File: src/rtl/shirq_pkg.sv
package shirq_pkg;

  localparam int BUS_W     = 32;
  localparam int ADDR_W    = 10;
  localparam int WEDGE_SET = 31;

  typedef enum logic [3:0] {
    RG_CONFIG = 4'h0,
    RG_POL    = 4'h1,
    RG_TRIG   = 4'h2,
    RG_DUAL   = 4'h3,
    RG_MSET   = 4'h4,
    RG_MCLR   = 4'h5,
    RG_MASK   = 4'h6,
    RG_PEND   = 4'h7,
    RG_WEDGE  = 4'h8
  } bank_e;

  // true when source number src lives in 32-bit word 'word'
  function automatic logic word_match(int src, logic [3:0] word);
    return (src / BUS_W) == int'(word);
  endfunction

  // isolate the lowest set bit of a word
  function automatic logic [BUS_W-1:0] lowest_onehot(logic [BUS_W-1:0] v);
    return v & (~v + 32'd1);
  endfunction

endpackage

File: src/rtl/shirq_sense.sv
module shirq_sense (
  input  logic clk,
  input  logic rst_n,
  input  logic raw_i,
  input  logic pol_i,
  input  logic trig_i,
  input  logic dual_i,
  input  logic wset_i,
  input  logic wclr_i,
  output logic pend_o
);
  logic s1_q, s2_q, s3_q, latch_q;
  logic rise_w, fall_w, edge_hit_w, latch_d, level_active_w;

  always_ff @(posedge clk or negedge rst_n) begin
    if (!rst_n) begin
      s1_q    <= 1'b0;
      s2_q    <= 1'b0;
      s3_q    <= 1'b0;
      latch_q <= 1'b0;
    end else begin
      s1_q    <= raw_i;
      s2_q    <= s1_q;
      s3_q    <= s2_q;
      latch_q <= latch_d;
    end
  end

  assign rise_w         = s2_q & ~s3_q;
  assign fall_w         = ~s2_q & s3_q;
  assign edge_hit_w     = dual_i ? (rise_w | fall_w) : (pol_i ? rise_w : fall_w);
  assign latch_d        = trig_i ? (edge_hit_w | wset_i | (latch_q & ~wclr_i)) : 1'b0;
  assign level_active_w = pol_i ? s2_q : ~s2_q;
  assign pend_o         = trig_i ? latch_q : level_active_w;

  // a level source never keeps an edge latch
  assert_level_no_latch_R8: assert property (@(posedge clk) disable iff (!rst_n)
    !trig_i |=> !latch_q);
  // either transition latches in dual mode
  assert_dual_latch_R5: assert property (@(posedge clk) disable iff (!rst_n)
    (trig_i && dual_i && (rise_w || fall_w)) |=> latch_q);
  // wedge set on an edge source latches
  assert_wedge_set_R7: assert property (@(posedge clk) disable iff (!rst_n)
    (trig_i && wset_i) |=> latch_q);
  // latched edge holds until cleared
  assert_edge_hold_R7: assert property (@(posedge clk) disable iff (!rst_n)
    (trig_i && latch_q && !wclr_i) |=> latch_q);

endmodule

File: src/rtl/shirq_pick.sv
module shirq_pick #(
  parameter int SRC   = 16,
  parameter int IDX_W = $clog2(SRC)
) (
  input  logic             clk,
  input  logic             rst_n,
  input  logic [SRC-1:0]   elig_i,
  output logic             irq_o,
  output logic [IDX_W-1:0] idx_o
);
  logic [SRC-1:0] below_w;

  always_comb begin
    idx_o = '0;
    for (int i = SRC - 1; i >= 0; i--) begin
      if (elig_i[i]) idx_o = IDX_W'(i);
    end
  end

  assign irq_o   = |elig_i;
  assign below_w = (SRC'(1) << idx_o) - SRC'(1);

  // the chosen source is eligible and nothing below it is
  assert_pick_valid_R10: assert property (@(posedge clk) disable iff (!rst_n)
    irq_o |-> (elig_i[idx_o] && ((elig_i & below_w) == '0)));
  assert_idle_index_R10: assert property (@(posedge clk) disable iff (!rst_n)
    !irq_o |-> (idx_o == '0));

endmodule

File: src/rtl/shirq_router.sv
module shirq_router #(
  parameter int GROUPS  = 2,
  parameter int NUM_CTX = 4,
  localparam int SRC    = GROUPS * 8,
  localparam int IDX_W  = $clog2(SRC)
) (
  input  logic                     clk,
  input  logic                     rst_n,
  input  logic [SRC-1:0]           src_in,
  input  logic                     bus_we,
  input  logic [9:0]               bus_addr,
  input  logic [31:0]              bus_wdata,
  output logic [31:0]              bus_rdata,
  output logic [NUM_CTX-1:0]       ctx_irq,
  output logic [NUM_CTX*IDX_W-1:0] ctx_idx
);
  import shirq_pkg::*;

  logic [1:0]  page_w;
  bank_e       bank_w;
  logic [3:0]  word_w;
  logic [7:0]  src_sel_w;
  logic        wr_reg_w, wr_route_w, wedge_wr_w;
  logic [NUM_CTX-1:0] route_pick_w;

  logic [SRC-1:0] pol_q, trig_q, dual_q, mask_q;
  logic [NUM_CTX-1:0] route_q [SRC];
  logic [SRC-1:0] wset_w, wclr_w, pend_w, bank_view_w;

  assign page_w       = bus_addr[9:8];
  assign bank_w       = bank_e'(bus_addr[7:4]);
  assign word_w       = bus_addr[3:0];
  assign src_sel_w    = bus_addr[7:0];
  assign wr_reg_w     = bus_we && (page_w == 2'd0);
  assign wr_route_w   = bus_we && (page_w == 2'd1);
  assign wedge_wr_w   = wr_reg_w && (bank_w == RG_WEDGE) && (word_w == 4'd0);
  assign route_pick_w = NUM_CTX'(lowest_onehot(32'(bus_wdata[NUM_CTX-1:0])));

  // configuration registers
  always_ff @(posedge clk or negedge rst_n) begin
    if (!rst_n) begin
      pol_q  <= '1;
      trig_q <= '0;
      dual_q <= '0;
      mask_q <= '0;
      for (int i = 0; i < SRC; i++) route_q[i] <= NUM_CTX'(1);
    end else begin
      for (int i = 0; i < SRC; i++) begin
        if (wr_reg_w && word_match(i, word_w)) begin
          case (bank_w)
            RG_POL:  pol_q[i]  <= bus_wdata[i % 32];
            RG_TRIG: trig_q[i] <= bus_wdata[i % 32];
            RG_DUAL: dual_q[i] <= bus_wdata[i % 32];
            RG_MSET: if (bus_wdata[i % 32]) mask_q[i] <= 1'b1;
            RG_MCLR: if (bus_wdata[i % 32]) mask_q[i] <= 1'b0;
            default: ;
          endcase
        end
        if (wr_route_w && (int'(src_sel_w) == i) && (route_pick_w != '0))
          route_q[i] <= route_pick_w;
      end
    end
  end

  // wedge decode
  always_comb begin
    for (int i = 0; i < SRC; i++) begin
      wset_w[i] = wedge_wr_w &&  bus_wdata[WEDGE_SET] && (bus_wdata[7:0] == 8'(i));
      wclr_w[i] = wedge_wr_w && !bus_wdata[WEDGE_SET] && (bus_wdata[7:0] == 8'(i));
    end
  end

  // per-source sense
  for (genvar g = 0; g < SRC; g++) begin : g_src
    shirq_sense u_sense (
      .clk    (clk),
      .rst_n  (rst_n),
      .raw_i  (src_in[g]),
      .pol_i  (pol_q[g]),
      .trig_i (trig_q[g]),
      .dual_i (dual_q[g]),
      .wset_i (wset_w[g]),
      .wclr_i (wclr_w[g]),
      .pend_o (pend_w[g])
    );
    // every source has exactly one context
    assert_route_onehot_R9: assert property (@(posedge clk) disable iff (!rst_n)
      $countones(route_q[g]) == 1);
  end

  // per-context selection
  for (genvar c = 0; c < NUM_CTX; c++) begin : g_ctx
    logic [SRC-1:0] elig_w;
    always_comb begin
      for (int i = 0; i < SRC; i++) elig_w[i] = pend_w[i] & mask_q[i] & route_q[i][c];
    end
    shirq_pick #(.SRC(SRC), .IDX_W(IDX_W)) u_pick (
      .clk    (clk),
      .rst_n  (rst_n),
      .elig_i (elig_w),
      .irq_o  (ctx_irq[c]),
      .idx_o  (ctx_idx[c*IDX_W +: IDX_W])
    );
    // a request needs an enabled pending source
    assert_irq_enabled_R11: assert property (@(posedge clk) disable iff (!rst_n)
      ctx_irq[c] |-> ((mask_q & pend_w) != '0));
  end

  // read path
  always_comb begin
    case (bank_w)
      RG_POL:  bank_view_w = pol_q;
      RG_TRIG: bank_view_w = trig_q;
      RG_DUAL: bank_view_w = dual_q;
      RG_MASK: bank_view_w = mask_q;
      RG_PEND: bank_view_w = pend_w;
      default: bank_view_w = '0;
    endcase
    bus_rdata = '0;
    if (page_w == 2'd1) begin
      for (int i = 0; i < SRC; i++)
        if (int'(src_sel_w) == i) bus_rdata = 32'(route_q[i]);
    end else if (page_w == 2'd0) begin
      if (bank_w == RG_CONFIG) begin
        if (word_w == 4'd0) bus_rdata = {16'h0, 8'(NUM_CTX - 1), 8'(GROUPS - 1)};
      end else begin
        for (int i = 0; i < SRC; i++)
          if (word_match(i, word_w)) bus_rdata[i % 32] = bank_view_w[i];
      end
    end
  end

  // mask strobes take effect on the next cycle (source 0)
  assert_mask_set_R6: assert property (@(posedge clk) disable iff (!rst_n)
    (wr_reg_w && bank_w == RG_MSET && word_w == 4'd0 && bus_wdata[0]) |=> mask_q[0]);
  assert_mask_clr_R6: assert property (@(posedge clk) disable iff (!rst_n)
    (wr_reg_w && bank_w == RG_MCLR && word_w == 4'd0 && bus_wdata[0]) |=> !mask_q[0]);

endmodule

File: config.mk
export PLATFORM = sky130hd
export DESIGN_NAME = shirq_router
export DESIGN_NICKNAME = d
export VERILOG_FILES = /design/src/rtl/shirq_pkg.sv /design/src/rtl/shirq_sense.sv /design/src/rtl/shirq_pick.sv /design/src/rtl/shirq_router.sv
export SDC_FILE = /design/constraint.sdc
export NUM_CORES = 1
export LEC_CHECK = 0
export BUFFER_PORTS_ARGS = -buffer_cell sky130_fd_sc_hd__clkbuf_2
export CORE_UTILIZATION = 54
export CTS_CLUSTER_SIZE = 8
export DETAILED_ROUTE_END_ITERATION = 10
export PLACE_DENSITY = 0.75
export SYNTH_ARGS = -nofsm -noshare
export SYNTH_HDL_FRONTEND = slang
export SYNTH_HIERARCHICAL = 1
export SYNTH_SLANG_ARGS = --single-unit
File: constraint.sdc
create_clock -name clk -period 1.8 [get_ports clk]
set_input_delay 0.09 -clock clk [delete_from_list [all_inputs] [get_ports clk]]
set_output_delay 0.09 -clock clk [all_outputs]
set_load 0.05 [all_outputs]
Word level (Yosys, flattened, before mapping) --
Cells that the tools add are included.
Storage, ports and cells: register bits after elaboration 192
Cells by class: reductions and logical operators 103, muxes and demuxes 230, eq/ne operators 71, bitwise logic cells 226, add/sub/neg operators 1
Operators by type and width (number):
- $mux 32 | 17
- $mux 4 | 65
- $and 1x1->1 | 128
- $mux 1 | 128
- $eq 8x4->1 const B | 12
- $pmux 16 s5 | 1
- $logic_and 1x1->1 | 71
- $eq 8x5->1 const B | 8
- $ne 2x2->1 const B | 32
- $reduce_and 4->1 | 16
- $reduce_or 16->1 | 4
- $eq 8x3->1 const B | 6
- $not 1->1 | 48
- $or 1x1->1 | 48
- $mux 16 | 2
- $pmux 1 s2 | 16
- $eq 8x2->1 const B | 3
- $eq 4x3->1 const B | 4
- $logic_not 8->1 | 2
- $logic_not 4->1 | 3
- $mux 10 | 1
- $eq 4x2->1 const B | 2
- $eq 8x1->1 const B | 1
- $reduce_and 2->1 | 3
- other kinds (10) | 10

Longest topological paths before layout --
Gate-level depths: netlist (run 1).
depth in word-level cells 21, gate-level depth with buffers 9, gate-level depth less buffers 7

By module --
The synthesis (run 1) kept the hierarchy.
Modules (own cells, without submodules):
- shirq_router | area each 7345.8 um^2, cells each 670, instances 1
- shirq_sense | area each 186.4 um^2, cells each 17, instances 16
- shirq_pick | area each 176.4 um^2, cells each 34, instances 4

Worst setup path after synthesis (run 1) --
No wires, ideal clock.
path type register to output, start point register pol_q[14], end point output port ctx_idx[13], setup slack -0.539 ns, cell stages (with the launch flop) 8, buffers on the path 0, arrival 2.249 ns, data required time 1.710 ns, path through dfstp_2 > xor2_1 > o21ai_0 > and3_1 > nor2_1 > o31ai_1 > nand2_1 > a31oi_1
On the way: cells in the longest elaborated chain, start to end 19
RTL lines:
- from (decl) | line shirq_router.sv:26 | logic [SRC-1:0] pol_q, trig_q, dual_q, mask_q;
- from (signal, indexed assignment) | line shirq_router.sv:51 | RG_POL: pol_q[i] <= bus_wdata[i % 32];
- $mux 1 | line shirq_sense.sv:33 | assign level_active_w = pol_i ? s2_q : ~s2_q;
- $mux 1 | line shirq_sense.sv:34 | assign pend_o = trig_i ? latch_q : level_active_w;
- net pend_w[14] | line shirq_router.sv:28 | logic [SRC-1:0] wset_w, wclr_w, pend_w, bank_view_w;
- $and 1x1->1 (2 in series) | line shirq_router.sv:95 | for (int i = 0; i < SRC; i++) elig_w[i] = pend_w[i] & mask_q[i] & route_q[i][c];
- net g_ctx[3].elig_w[14] | line shirq_router.sv:93 | logic [SRC-1:0] elig_w;
- $mux 4 (15 in series) | line shirq_pick.sv:16 | if (elig_i[i]) idx_o = IDX_W'(i);
- to (decl) | line shirq_router.sv:15 | output logic [NUM_CTX*IDX_W-1:0] ctx_idx
The timed path passes the listed nets, and every way through them passes these cells.

Final worst setup path (run 1) --
start point register pol_q[7], end point output port ctx_irq[1]
On the way: cells in the longest elaborated chain, start to end 5
RTL lines:
- $mux 1 | line shirq_sense.sv:33
- $mux 1 | line shirq_sense.sv:34
- net pend_w[7] | line shirq_router.sv:28
- $and 1x1->1 (2 in series) | line shirq_router.sv:95
- net g_ctx[1].elig_w[7] | line shirq_router.sv:93
- $reduce_or 16->1 | line shirq_pick.sv:20 | assign irq_o = |elig_i;
- to (decl) | line shirq_router.sv:14 | output logic [NUM_CTX-1:0] ctx_irq,
The timed path passes the listed nets, and every way through them passes these cells.

==> metrics.md, run 1 <==
| Metric | Value |
|---|---|
| DP Worst Slack | `-527 ps` |
| Maximum vdd drop | `0.609 mV` |
| Final HPWL DP | `27300 um` |
| Die height | `around 140 um` |
| Syn avg cell area | `roughly 10 sq um` |
| Hold Vio Cnt, Final | `0` |
| Initial core utilization | `between 50% and 60%` |
| Gate Count Post-Synth | `1078` |
| Sequential area share after synthesis | `a little over two fifths` |
| Post-synth ARST share | `100%` |
| Chip Width | `between 100 and 150 um` |
| Clock Skews | `approximately 8.5 ps` |
| I/O Buffers | `just over 80` |
| Reg2reg start | `pol_q[14]` |
| Largest net degree at the start of global routing | `63` |
| Req. time, crit path | `approximately 1700 ps` |
| Clock Latency Late Sink | `around 440 ps` |
| Vias per inst | `6.39` |
| Hold Crit Class | `primary input to flop` |
| Flops & latches, synth | `192` |
| Pwr Density | `608 nW/um^2` |
| Worst slew pin tran | `about 660 ps` |
| CTS root buffer | `clkbuf_16` |
| Period minus WS final | `between 2000 and 3000 ps` |
| Final Setup Violations | `37` |
| WHS | `41.1 ps` |
| Hold Path Origin | `bus_wdata[7]` |
| FP Rows | `51` |
| CP Launch Type | `flop` |
| Util after Layout | `between 80% and 90%` |
| Gr ovfl total | `0` |
| Total iterations of the first detailed-routing run | `7` |
| Initial antenna violation count | `0` |
| Mapped cell area | `around 11000 sq um` |
| Ys Warns | `6` |
| RePlAce Congestion | `approximately 1.0` |
| P&R area growth vs syn | `46.7%` |
| Worst setup path startpoint | `pol_q[7]` |
| Final worst slack | `-903 ps` |
| Vias in the first global route | `between 10000 and 15000` |
| First-pass GRT wire length | `about 60000 um` |
| Drc violations | `0` |
| # H-tree levels | `4` |
| Starting DRT DRC Count | `about 1100` |
| Ys flop type | `dfrtp_1` |
| Post-route clock period utilization | `150%` |
| Unique masters post-synth | `slightly below 70` |
| Crit path kind | `flop to primary output` |
| CP Max Fanout | `5` |
| Clock-pin slew on the worst setup and hold paths | `80 ps` |
| Number of nets in the layout | `~1500` |
| Max-cap violations | `0` |
| Crit path DAT | `around 2600 ps` |
| DR WL/cell | `roughly 24 um` |
| Total GRT Usage | `a little under two fifths` |
| Vias | `between 10000 and 15000` |
| DIE AREA | `approximately 21000 sq um` |
| Clock Path Buffers | `2` |
| CTS tree | `yes` |
| CTS sink count | `about 190` |
| Failing checks | `setup timing` |
| RSZ-0062 raised after global routing | `true` |
| Detail Route Antenna Nets | `0` |
| Num ports | `approximately 110` |
| Crit. End Element | `primary output` |
| Leakage | `roughly 7.7 nW` |
| Achievable frequency | `0.370 GHz` |
| Ant diodes | `0` |
| Final WL | `just over 40000 um` |
| Status | `finished, violations left` |
| Core ar. | `between 15000 and 20000 sq um` |
| Layout cells sized above 1 | `between 40 and 50%` |
| Num CTS Buffers | `17` |
| Hold path cells | `2` |
| Reg2reg path depth | `5` |
| EDFF count, synth | `0` |
| Slew HR | `between 50% and 60%` |
| Final Slew Violations | `0` |
-- logic make-up (layout without fill, tap and decap cells) --
family,count (synthesis),after routing,share of synthesized area (%)
AO/OA/AOI/OAI,185,185,11.3
XOR/XNOR,16,16,1.27
adder cells (fa/ha/maj),32,32,3.63
buffers and inverters,152,493,6.09
flip-flops,192,192,43.9
multiplexers,150,150,16.1
other,1,16,0.0340
AND/OR/NAND/NOR,350,350,17.7
-- per-layer routing --
layer / GRT usage [%] / share of wire [%]
met5: 0 / 0
met4: 21.3 / 6.9
met3: 7.52 / 8.9
met2: 63.1 / 49
met1: 45.0 / 35
-- state kept, by name, indices dropped and copies added (netlist names) --
name and cells:
g_src.u_sense/s1_q 16, dual_q 16, g_src.u_sense/s2_q 16, g_src.u_sense/latch_q 16, pol_q 16, g_src.u_sense/s3_q 16, mask_q 16, route_q 64
trig_q 16
-- area by class of cell --
class | instances | area, sq um
clock buffer | 17 | 425
clock inverter | 15 | 200
multi-input combinational | 749 | 6660
sequential | 192 | 4850
tap | 265 | 332
fill | 1014 | 3530
inverter | 96 | 360
timing repair buffer | 365 | 3370
-- critical path: stages, from the launching register on --
cell,delay (ps)
dfstp_2,550
xor2_1,210
o21ai_2,160
and3_4,220
nor4_4,360
nand3_1,160
or3_4,350
buf_8,160
-- synthesized netlist by cell type (all sizes together) (19+ instances only) --
cell type / count / share of area (%)
dfrtp: 160 / 36
mux2: 103 / 11
nor2: 97 / 3.6
inv: 96 / 3.3
nand2: 84 / 3.0
and3: 70 / 4.0
o21ai: 42 / 1.9
mux2i: 38 / 3.4
buf: 35 / 2.1
dfstp: 32 / 7.6
ha: 32 / 3.6
a21oi: 28 / 1.3
o22ai: 27 / 1.5
clkbuf: 21 / 0.73
nand3: 21 / 1.1
a22oi: 19 / 1.3
nor3: 19 / 1.9
-- report_power, final --
part	switching (mW)	leakage, nW	total (mW)	internal, mW
registers	0.0817	2.37	4.49	4.41
clock network	2.00	0.300	4.02	2.01
logic	0.784	4.99	1.34	0.561
-- path summary, 6_finish.rpt --
path                                             endpoint  slack, ps
worst max register to register  g_src[14].u_sense/latch_q        170
worst min register to register      g_src[1].u_sense/s2_q        350
max in group asynchronous                     route_q[28]        860
min in group asynchronous                     route_q[57]        180
worst max-delay path                           ctx_irq[1]       -900
worst min-delay path                            dual_q[7]         40
-- metrics by stage --
stage,instances,setup TNS [ps],area [sq um],power (mW)
after CTS,1689,-19100,15800,9.73
after detailed placement,1623,-24780,14400,5.71
final,1699,-21230,16200,9.85
after floorplan,1093,-2740,11500,5.14
after global placement,1623,-21080,14400,5.67
after global routing,1699,-24070,16200,10.1
-- what timing repair did --
| item | in CTS | in global routing |
|---|---|---|
| endpoints found under the setup margin | 36 | 45 |
| hold endpoints to repair | 110 | 0 |
| pin swaps | 55 | 51 |
| hold buffers | 29 | 0 |
| gates resized for setup | 106 | 81 |
| buffers inserted | 5 | 10 |
-- placed cells by master, fill, tap and decap left out, drive strengths merged, types with 27 or more instances in the layout --
cell type / synthesis / layout
nand2: 84 / 84
clkbuf: 21 / 63
ha: 32 / 32
o22ai: 27 / 27
dfstp: 32 / 32
mux2: 103 / 103
dfrtp: 160 / 160
mux2i: 38 / 38
and3: 70 / 70
dlygate4sd3: 0 / 29
nor2: 97 / 97
buf: 35 / 290
o21ai: 42 / 42
a21oi: 28 / 28
inv: 96 / 100
No activity file was read; power rests on OpenSTA's default activity.
==> run 2: changes to the inputs <==
--- a/config.mk
+++ b/config.mk
@@ -6,10 +6,10 @@
 export NUM_CORES = 1
 export LEC_CHECK = 0
 export BUFFER_PORTS_ARGS = -buffer_cell sky130_fd_sc_hd__clkbuf_2
-export CORE_UTILIZATION = 54
+export CORE_UTILIZATION = 50
 export CTS_CLUSTER_SIZE = 8
 export DETAILED_ROUTE_END_ITERATION = 10
-export PLACE_DENSITY = 0.75
+export PLACE_DENSITY = 0.7
 export SYNTH_ARGS = -nofsm -noshare
 export SYNTH_HDL_FRONTEND = slang
 export SYNTH_HIERARCHICAL = 1
==> run 2 against run 1 <==
- the run still ends with setup timing left
- maximum frequency up 1.1%
- global-route usage fell by 4.1 points
- hold slack lost 19 ps
- setup slack gained 29 ps
- via count decreased by 7.2%
- critical path depth grew 1
- routed wire length decreased by 12%
- register-to-register slack improved by 240 ps
- critical endpoint is now ctx_irq[0]
==> metrics.md, run 2 (same netlist as run 1, synthesis figures left out) <==
| Metric | Value |
|---|---|
| Slew HR | `63.7%` |
| Fin area | `16200 sq um` |
| Clock Skews | `just over 9 ps` |
| Crit path kind | `flop to primary output` |
| FP Rows | `53` |
| Finished Layout Cells | `1705` |
| Leakage | `7.64 nW` |
| RSZ-0062 raised after global routing | `true` |
| Clock Path Buffers | `2` |
| Post-route clock period utilization | `149%` |
| Max-cap violations | `0` |
| Initial core utilization | `approximately half` |
| Commonest non-fill, non-tap cell in the layout | `buf_4` |
| Largest Register | `route_q` |
| Crit path DAT | `between 2000 and 3000 ps` |
| Vias in the first global route | `between 10000 and 15000` |
| DIE AREA | `22700 sq um` |
| Dpl cells | `roughly 1600` |
| Hold Crit Class | `primary input to flop` |
| Starting DRT DRC Count | `between 800 and 900` |
| Final Setup Violations | `37` |
| Maximum vdd drop | `about 0.67 mV` |
| Total iterations of the first detailed-routing run | `5` |
| CTS tree | `yes` |
| First-pass GRT wire length | `about 56000 um` |
| Register-to-register setup slack | `between 400 and 500 ps` |
| Pwr Density | `about 580 nW/um^2` |
| Hold Vio Cnt, Final | `0` |
| Post-DP Area | `14300 sq um` |
| Clock Latency Late Sink | `440 ps` |
| Worst slew pin tran | `approximately 540 ps` |
| Crit. End Element | `primary output` |
| I/O Buffers | `slightly above 80` |
| Layout fillers | `1406` |
| Final Slew Violations | `0` |
| Req. time, crit path | `1710 ps` |
| Achievable frequency | `about 0.37 GHz` |
| Period minus WS final | `~2700 ps` |
| CTS sink count | `between 150 and 200` |
| Chip Width | `151 um` |
| CP Max Fanout | `4` |
| Vias per inst | `5.91` |
| Vias | `a little over 10000` |
| DR WL/cell | `between 20 and 25 um` |
| CTS root buffer | `clkbuf_16` |
| Drc violations | `0` |
| Largest net degree at the start of global routing | `55` |
| P&R area growth vs syn | `46.6%` |
| Final WL | `36600 um` |
| Final worst slack | `-875 ps` |
| Clock-pin slew on the worst setup and hold paths | `70 ps` |
| Max FFs per register | `64` |
| Most frequent cells in the layout | `buf_4 (216), dfrtp_1 (154), inv_1 (95)` |
| # H-tree levels | `4` |
| Total GRT Usage | `approximately a third` |
| CP Launch Type | `flop` |
| Core ar. | `around 21000 sq um` |
| Final HPWL DP | `~27000 um` |
| Initial antenna violation count | `0` |
| Layout cells sized above 1 | `between 50% and 60%` |
| Detail Route Antenna Nets | `0` |
| Num ports | `between 100 and 150` |
| Num CTS Buffers | `17` |
| Ant diodes | `0` |
| Number of nets in the layout | `~1500` |
| Gr ovfl total | `0` |
| Failing checks | `setup timing` |
| Util after Layout | `approximately three quarters` |
| RePlAce Congestion | `between 0.9 and 1` |
| Status | `finished, violations left` |
| Die height | `151 um` |
-- run 2: cell count changes in the layout (fill, tap and decap cells not counted), moves of 5 or more --
cell,previous run,this run
buf_4,227,216
buf_6,14,23
and3_1,31,25
and3_4,35,41
clkinv_8,6,1
o21ai_2,3,8
-- run 2: cell type report --
class | count | area (sq um) | share of cell area [%]
Inverter | 96 | 360 | 2.23
Tap cell | 275 | 344 | 2.13
Clock buffer | 22 | 464 | 2.87
Clock inverter | 10 | 97.6 | 0.603
Sequential cell | 192 | 4850 | 30.0
Multi-Input combinational cell | 749 | 6730 | 41.6
Timing Repair Buffer | 361 | 3330 | 20.6
-- run 2: report_power, final --
| part | switching [mW] | internal, mW |
|---|---|---|
| sequential | 0.0754 | 4.41 |
| clock | 1.75 | 1.89 |
| combinational | 0.745 | 0.554 |
-- run 2: metrics by stage --
stage          hold WS (ps)  total power, mW  setup WS, ps  setup TNS, ps
6_report               22.2             9.43          -875         -18780
5_1_grt                7.20             9.72          -927         -20880
4_1_cts                7.49             9.38          -815         -18270
3_5_place_dp            103             5.69          -589         -22080
3_3_place_gp            106             5.67          -526         -18460
2_1_floorplan          -206             5.14          -232          -2740
-- run 2: path summary, 6_finish.rpt --
check,startpoint,endpoint,cells past startpoint
worst max register to register,g_src[4].u_sense/s2_q,g_src[4].u_sense/latch_q,5
worst min-delay path,bus_wdata[6],mask_q[6],3
worst max-delay path,pol_q[4],ctx_irq[0],8
max in group asynchronous,rst_n,pol_q[4],3
min in group asynchronous,rst_n,route_q[61],2
worst min register to register,g_src[3].u_sense/s1_q,g_src[3].u_sense/s2_q,0
-- run 2: critical path: stages, from the launching register on --
cell and delay [ps]:
dfstp_2 550, xor2_2 200, o21ai_4 120, buf_6 130, and3_4 170, nor4_4 320, nand3_2 140, or3_4 360
buf_8 160
-- run 2: timing repair --
item	in CTS	in global routing
pin swaps	70	59
hold endpoints to repair	109	0
resized for setup	137	88
hold buffers	30	0
setup buffers	13	11
gates cloned	0	0
endpoints found under the setup margin	36	45
-- run 2: routing by layer --
| metal | up-vias | GRT usage (%) | wire length [um] |
|---|---|---|---|
| met5 | - | 0 | 0 |
| met4 | 0 | 16.1 | 1890 |
| met3 | 115 | 5.70 | 2640 |
| met2 | 499 | 55.5 | 17500 |
| met1 | 4989 | 42.5 | 14600 |
| li1 | 4482 | - | - |
==> run 3: changes to the inputs <==
--- a/config.mk
+++ b/config.mk
@@ -9,7 +9,7 @@
 export CORE_UTILIZATION = 50
 export CTS_CLUSTER_SIZE = 8
 export DETAILED_ROUTE_END_ITERATION = 10
-export PLACE_DENSITY = 0.7
+export PLACE_DENSITY = 0.77
 export SYNTH_ARGS = -nofsm -noshare
 export SYNTH_HDL_FRONTEND = slang
 export SYNTH_HIERARCHICAL = 1
==> run 3 against run 2 <==
- the run still ends with setup timing left
- register-to-register slack improved by 20 ps
- final cell count decreased by 0.82%
- design area down 1.7%
- critical path depth down 1
- routed wire length grew 1.2%
- first-iteration DRC count up 27%
- global-route usage grew 0.52 points
- via count is 2.2% higher
- power grew 0.22%
- critical path type unchanged
- largest cell class unchanged
- largest power group unchanged
==> metrics.md, run 3 (same netlist as run 1, synthesis figures left out) <==
| Metric | Value |
|---|---|
| Chip Width | `about 150 um` |
| CTS tree | `yes` |
| Largest Register | `route_q` |
| Max FFs per register | `64` |
| Vias per inst | `approximately 6.1` |
| Worst path slowest cell | `dfstp_2` |
| Final HPWL DP | `26700 um` |
| Crit. End Element | `primary output` |
| Total GRT Usage | `approximately 34%` |
| Starting DRT DRC Count | `about 1100` |
| Worst slew pin tran | `between 600 and 700 ps` |
| Reg power frac | `between 40% and 50%` |
| I/O Buffers | `81` |
| Worst setup path startpoint | `pol_q[1]` |
| Core ar. | `about 21000 sq um` |
| Layout cells sized above 1 | `roughly half` |
| Slew HR | `around three fifths` |
| Dpl cells | `between 1500 and 2000` |
| Clock Latency Late Sink | `around 430 ps` |
| Detail Route Antenna Nets | `0` |
| DR WL/cell | `approximately 22 um` |
| # H-tree levels | `4` |
| First-pass GRT wire length | `approximately 58000 um` |
| CP top delay family | `compound AO/OA/AOI/OAI gates` |
| Total iterations of the first detailed-routing run | `8` |
| Hold Crit Class | `primary input to asynchronous set/reset pin` |
| Setup tns final | `-19970 ps` |
| Leakage | `7.53 nW` |
| Worst setup path endpoint | `bus_rdata[1]` |
| Register-to-register setup slack | `~430 ps` |
| Crit-path max cell delay | `540 ps` |
| Worst-path cell chain | `xor2_1 -> o21ai_1 -> mux4_2 -> a22oi_2 -> nor2_1 -> a221o_2 -> buf_8` |
| Hold Vio Cnt, Final | `0` |
| Period minus WS final | `roughly 2700 ps` |
| Maximum vdd drop | `between 0.6 and 0.7 mV` |
| WHS | `between 80 and 90 ps` |
| Pwr Density | `between 500 and 600 nW/um^2` |
| Gr ovfl total | `0` |
| Drc violations | `0` |
| Clock Skews | `between 3 and 4 ps` |
| CP Launch Type | `flop` |
| FF/Latch Area | `about 4800 sq um` |
| Final Slew Violations | `0` |
| Initial core utilization | `about half` |
| Vias | `10300` |
| Combinational share of power | `a little over an eighth` |
| Final Setup Violations | `36` |
| Final WL | `approximately 37000 um` |
| RePlAce Congestion | `0.979` |
| Status | `finished, violations left` |
| Achievable frequency | `about 0.38 GHz` |
| Reg2reg path depth | `5` |
| DIE AREA | `roughly 23000 sq um` |
| Num ports | `113` |
| Area occupied by multi-input gates | `6610 sq um` |
| Crit path kind | `flop to primary output` |
| Clock-pin slew on the worst setup and hold paths | `70 ps` |
| RSZ-0062 raised after global routing | `true` |
| Largest net degree at the start of global routing | `58` |
| Layout fillers | `between 1000 and 1500` |
| Post-route clock period utilization | `148%` |
| Vias in the first global route | `10600` |
| P&R area growth vs syn | `44.2%` |
| CTS root buffer | `clkbuf_16` |
| CTS sink count | `roughly 190` |
| Ant diodes | `0` |
| Reg-to-reg endpoint | `g_src[8].u_sense/latch_q` |
| Die height | `~150 um` |
| Clk network pwr share | `38.9%` |
| Initial antenna violation count | `0` |
| Most frequent cells in the layout | `buf_4 (215), dfrtp_1 (157), inv_1 (96)` |
| Final worst slack | `-861 ps` |
| Number of nets in the layout | `around 1500` |
| Crit path DAT | `about 2600 ps` |
| Req. time, crit path | `1710 ps` |
| Switch Pwr | `2.65 mW` |
| Reg2reg start | `pol_q[8]` |
| Finished Layout Cells | `between 1500 and 2000` |
| FP Rows | `between 50 and 60` |
| Switching Fraction | `between 20% and 30%` |
| CP Max Fanout | `2` |
| Commonest non-fill, non-tap cell in the layout | `buf_4` |
| Num CTS Buffers | `17` |
| Failing checks | `setup timing` |
| Max-cap violations | `0` |
| DP Worst Slack | `-572 ps` |
| CP bufs+invs | `1` |
| Internal | `between 6 and 7 mW` |
| Worst path depth | `7` |
| Clock Path Buffers | `2` |
-- run 3: cell count changes in the layout (fill, tap and decap cells not counted), moves of 5 or more --
cell	before	now
nor2_4	9	4
nor2_2	17	25
and3_4	41	31
nand2_1	72	78
buf_6	23	13
nand2_2	11	5
and3_1	25	35
-- run 3: area by class of cell --
| cell class | instances | share of cell area, % |
|---|---|---|
| inverters | 96 | 2.27 |
| clock buffers | 18 | 2.76 |
| clock inverters | 14 | 0.802 |
| well taps | 275 | 2.16 |
| flip-flops and latches | 192 | 30.5 |
| repair buffers | 347 | 20.0 |
| multi-input cells | 749 | 41.6 |
-- run 3: routing by layer --
| metal | vias up | share of wire [%] | track usage (%) |
|---|---|---|---|
| met1 | 5065 | 38 | 42.5 |
| met2 | 654 | 48 | 56.3 |
| li1 | 4445 | - | - |
| met3 | 146 | 8.6 | 5.97 |
| met5 | - | 0 | 0 |
| met4 | 0 | 5.1 | 17.8 |
-- run 3: what timing repair did --
| item | 4_1_cts | 5_1_grt |
|---|---|---|
| hold buffers | 29 | 0 |
| setup endpoints to repair | 36 | 52 |
| gates resized for setup | 108 | 72 |
| hold endpoints to repair | 225 | 0 |
| buffers inserted | 12 | 10 |
| pin swaps | 61 | 57 |
| cloned | 0 | 0 |
-- run 3: worst register-to-register path, delay by kind of cell (launching register included) --
family	cells	cell delay, ps
compound gates	1	240
buf+inv	2	230
flops	1	550
mux	1	170
simple gates	1	70
-- run 3: stage by stage --
step                      power [mW]  utilization, %  instance area, sq um
after global routing            9.74            74.5                 15900
after global placement          5.64            66.6                 14200
final                           9.45            74.5                 15900
after detailed placement        5.67            66.6                 14200
after CTS                       9.40            72.9                 15600
after floorplan                 5.14               -                 11500
-- run 3: how the worst min path moves through the flow --
stage          slack (ps)                endpoint  cells past startpoint
2_1_floorplan        -210               dual_q[0]                      0
4_1_cts                90  g_src[13].u_sense/s1_q                      2
6_report               80              dual_q[13]                      2
3_3_place_gp          -10  g_src[13].u_sense/s1_q                      1
5_1_grt               100  g_src[11].u_sense/s1_q                      2
3_5_place_dp           -8  g_src[13].u_sense/s1_q                      1
-- run 3: power groups by stage --
stage	logic [mW]	registers, mW	clock network (mW)
after global routing	1.36	4.49	3.88
after floorplan	0.591	4.54	0
final	1.28	4.49	3.68
after detailed placement	1.12	4.56	0
after global placement	1.09	4.55	0
after CTS	1.23	4.48	3.69
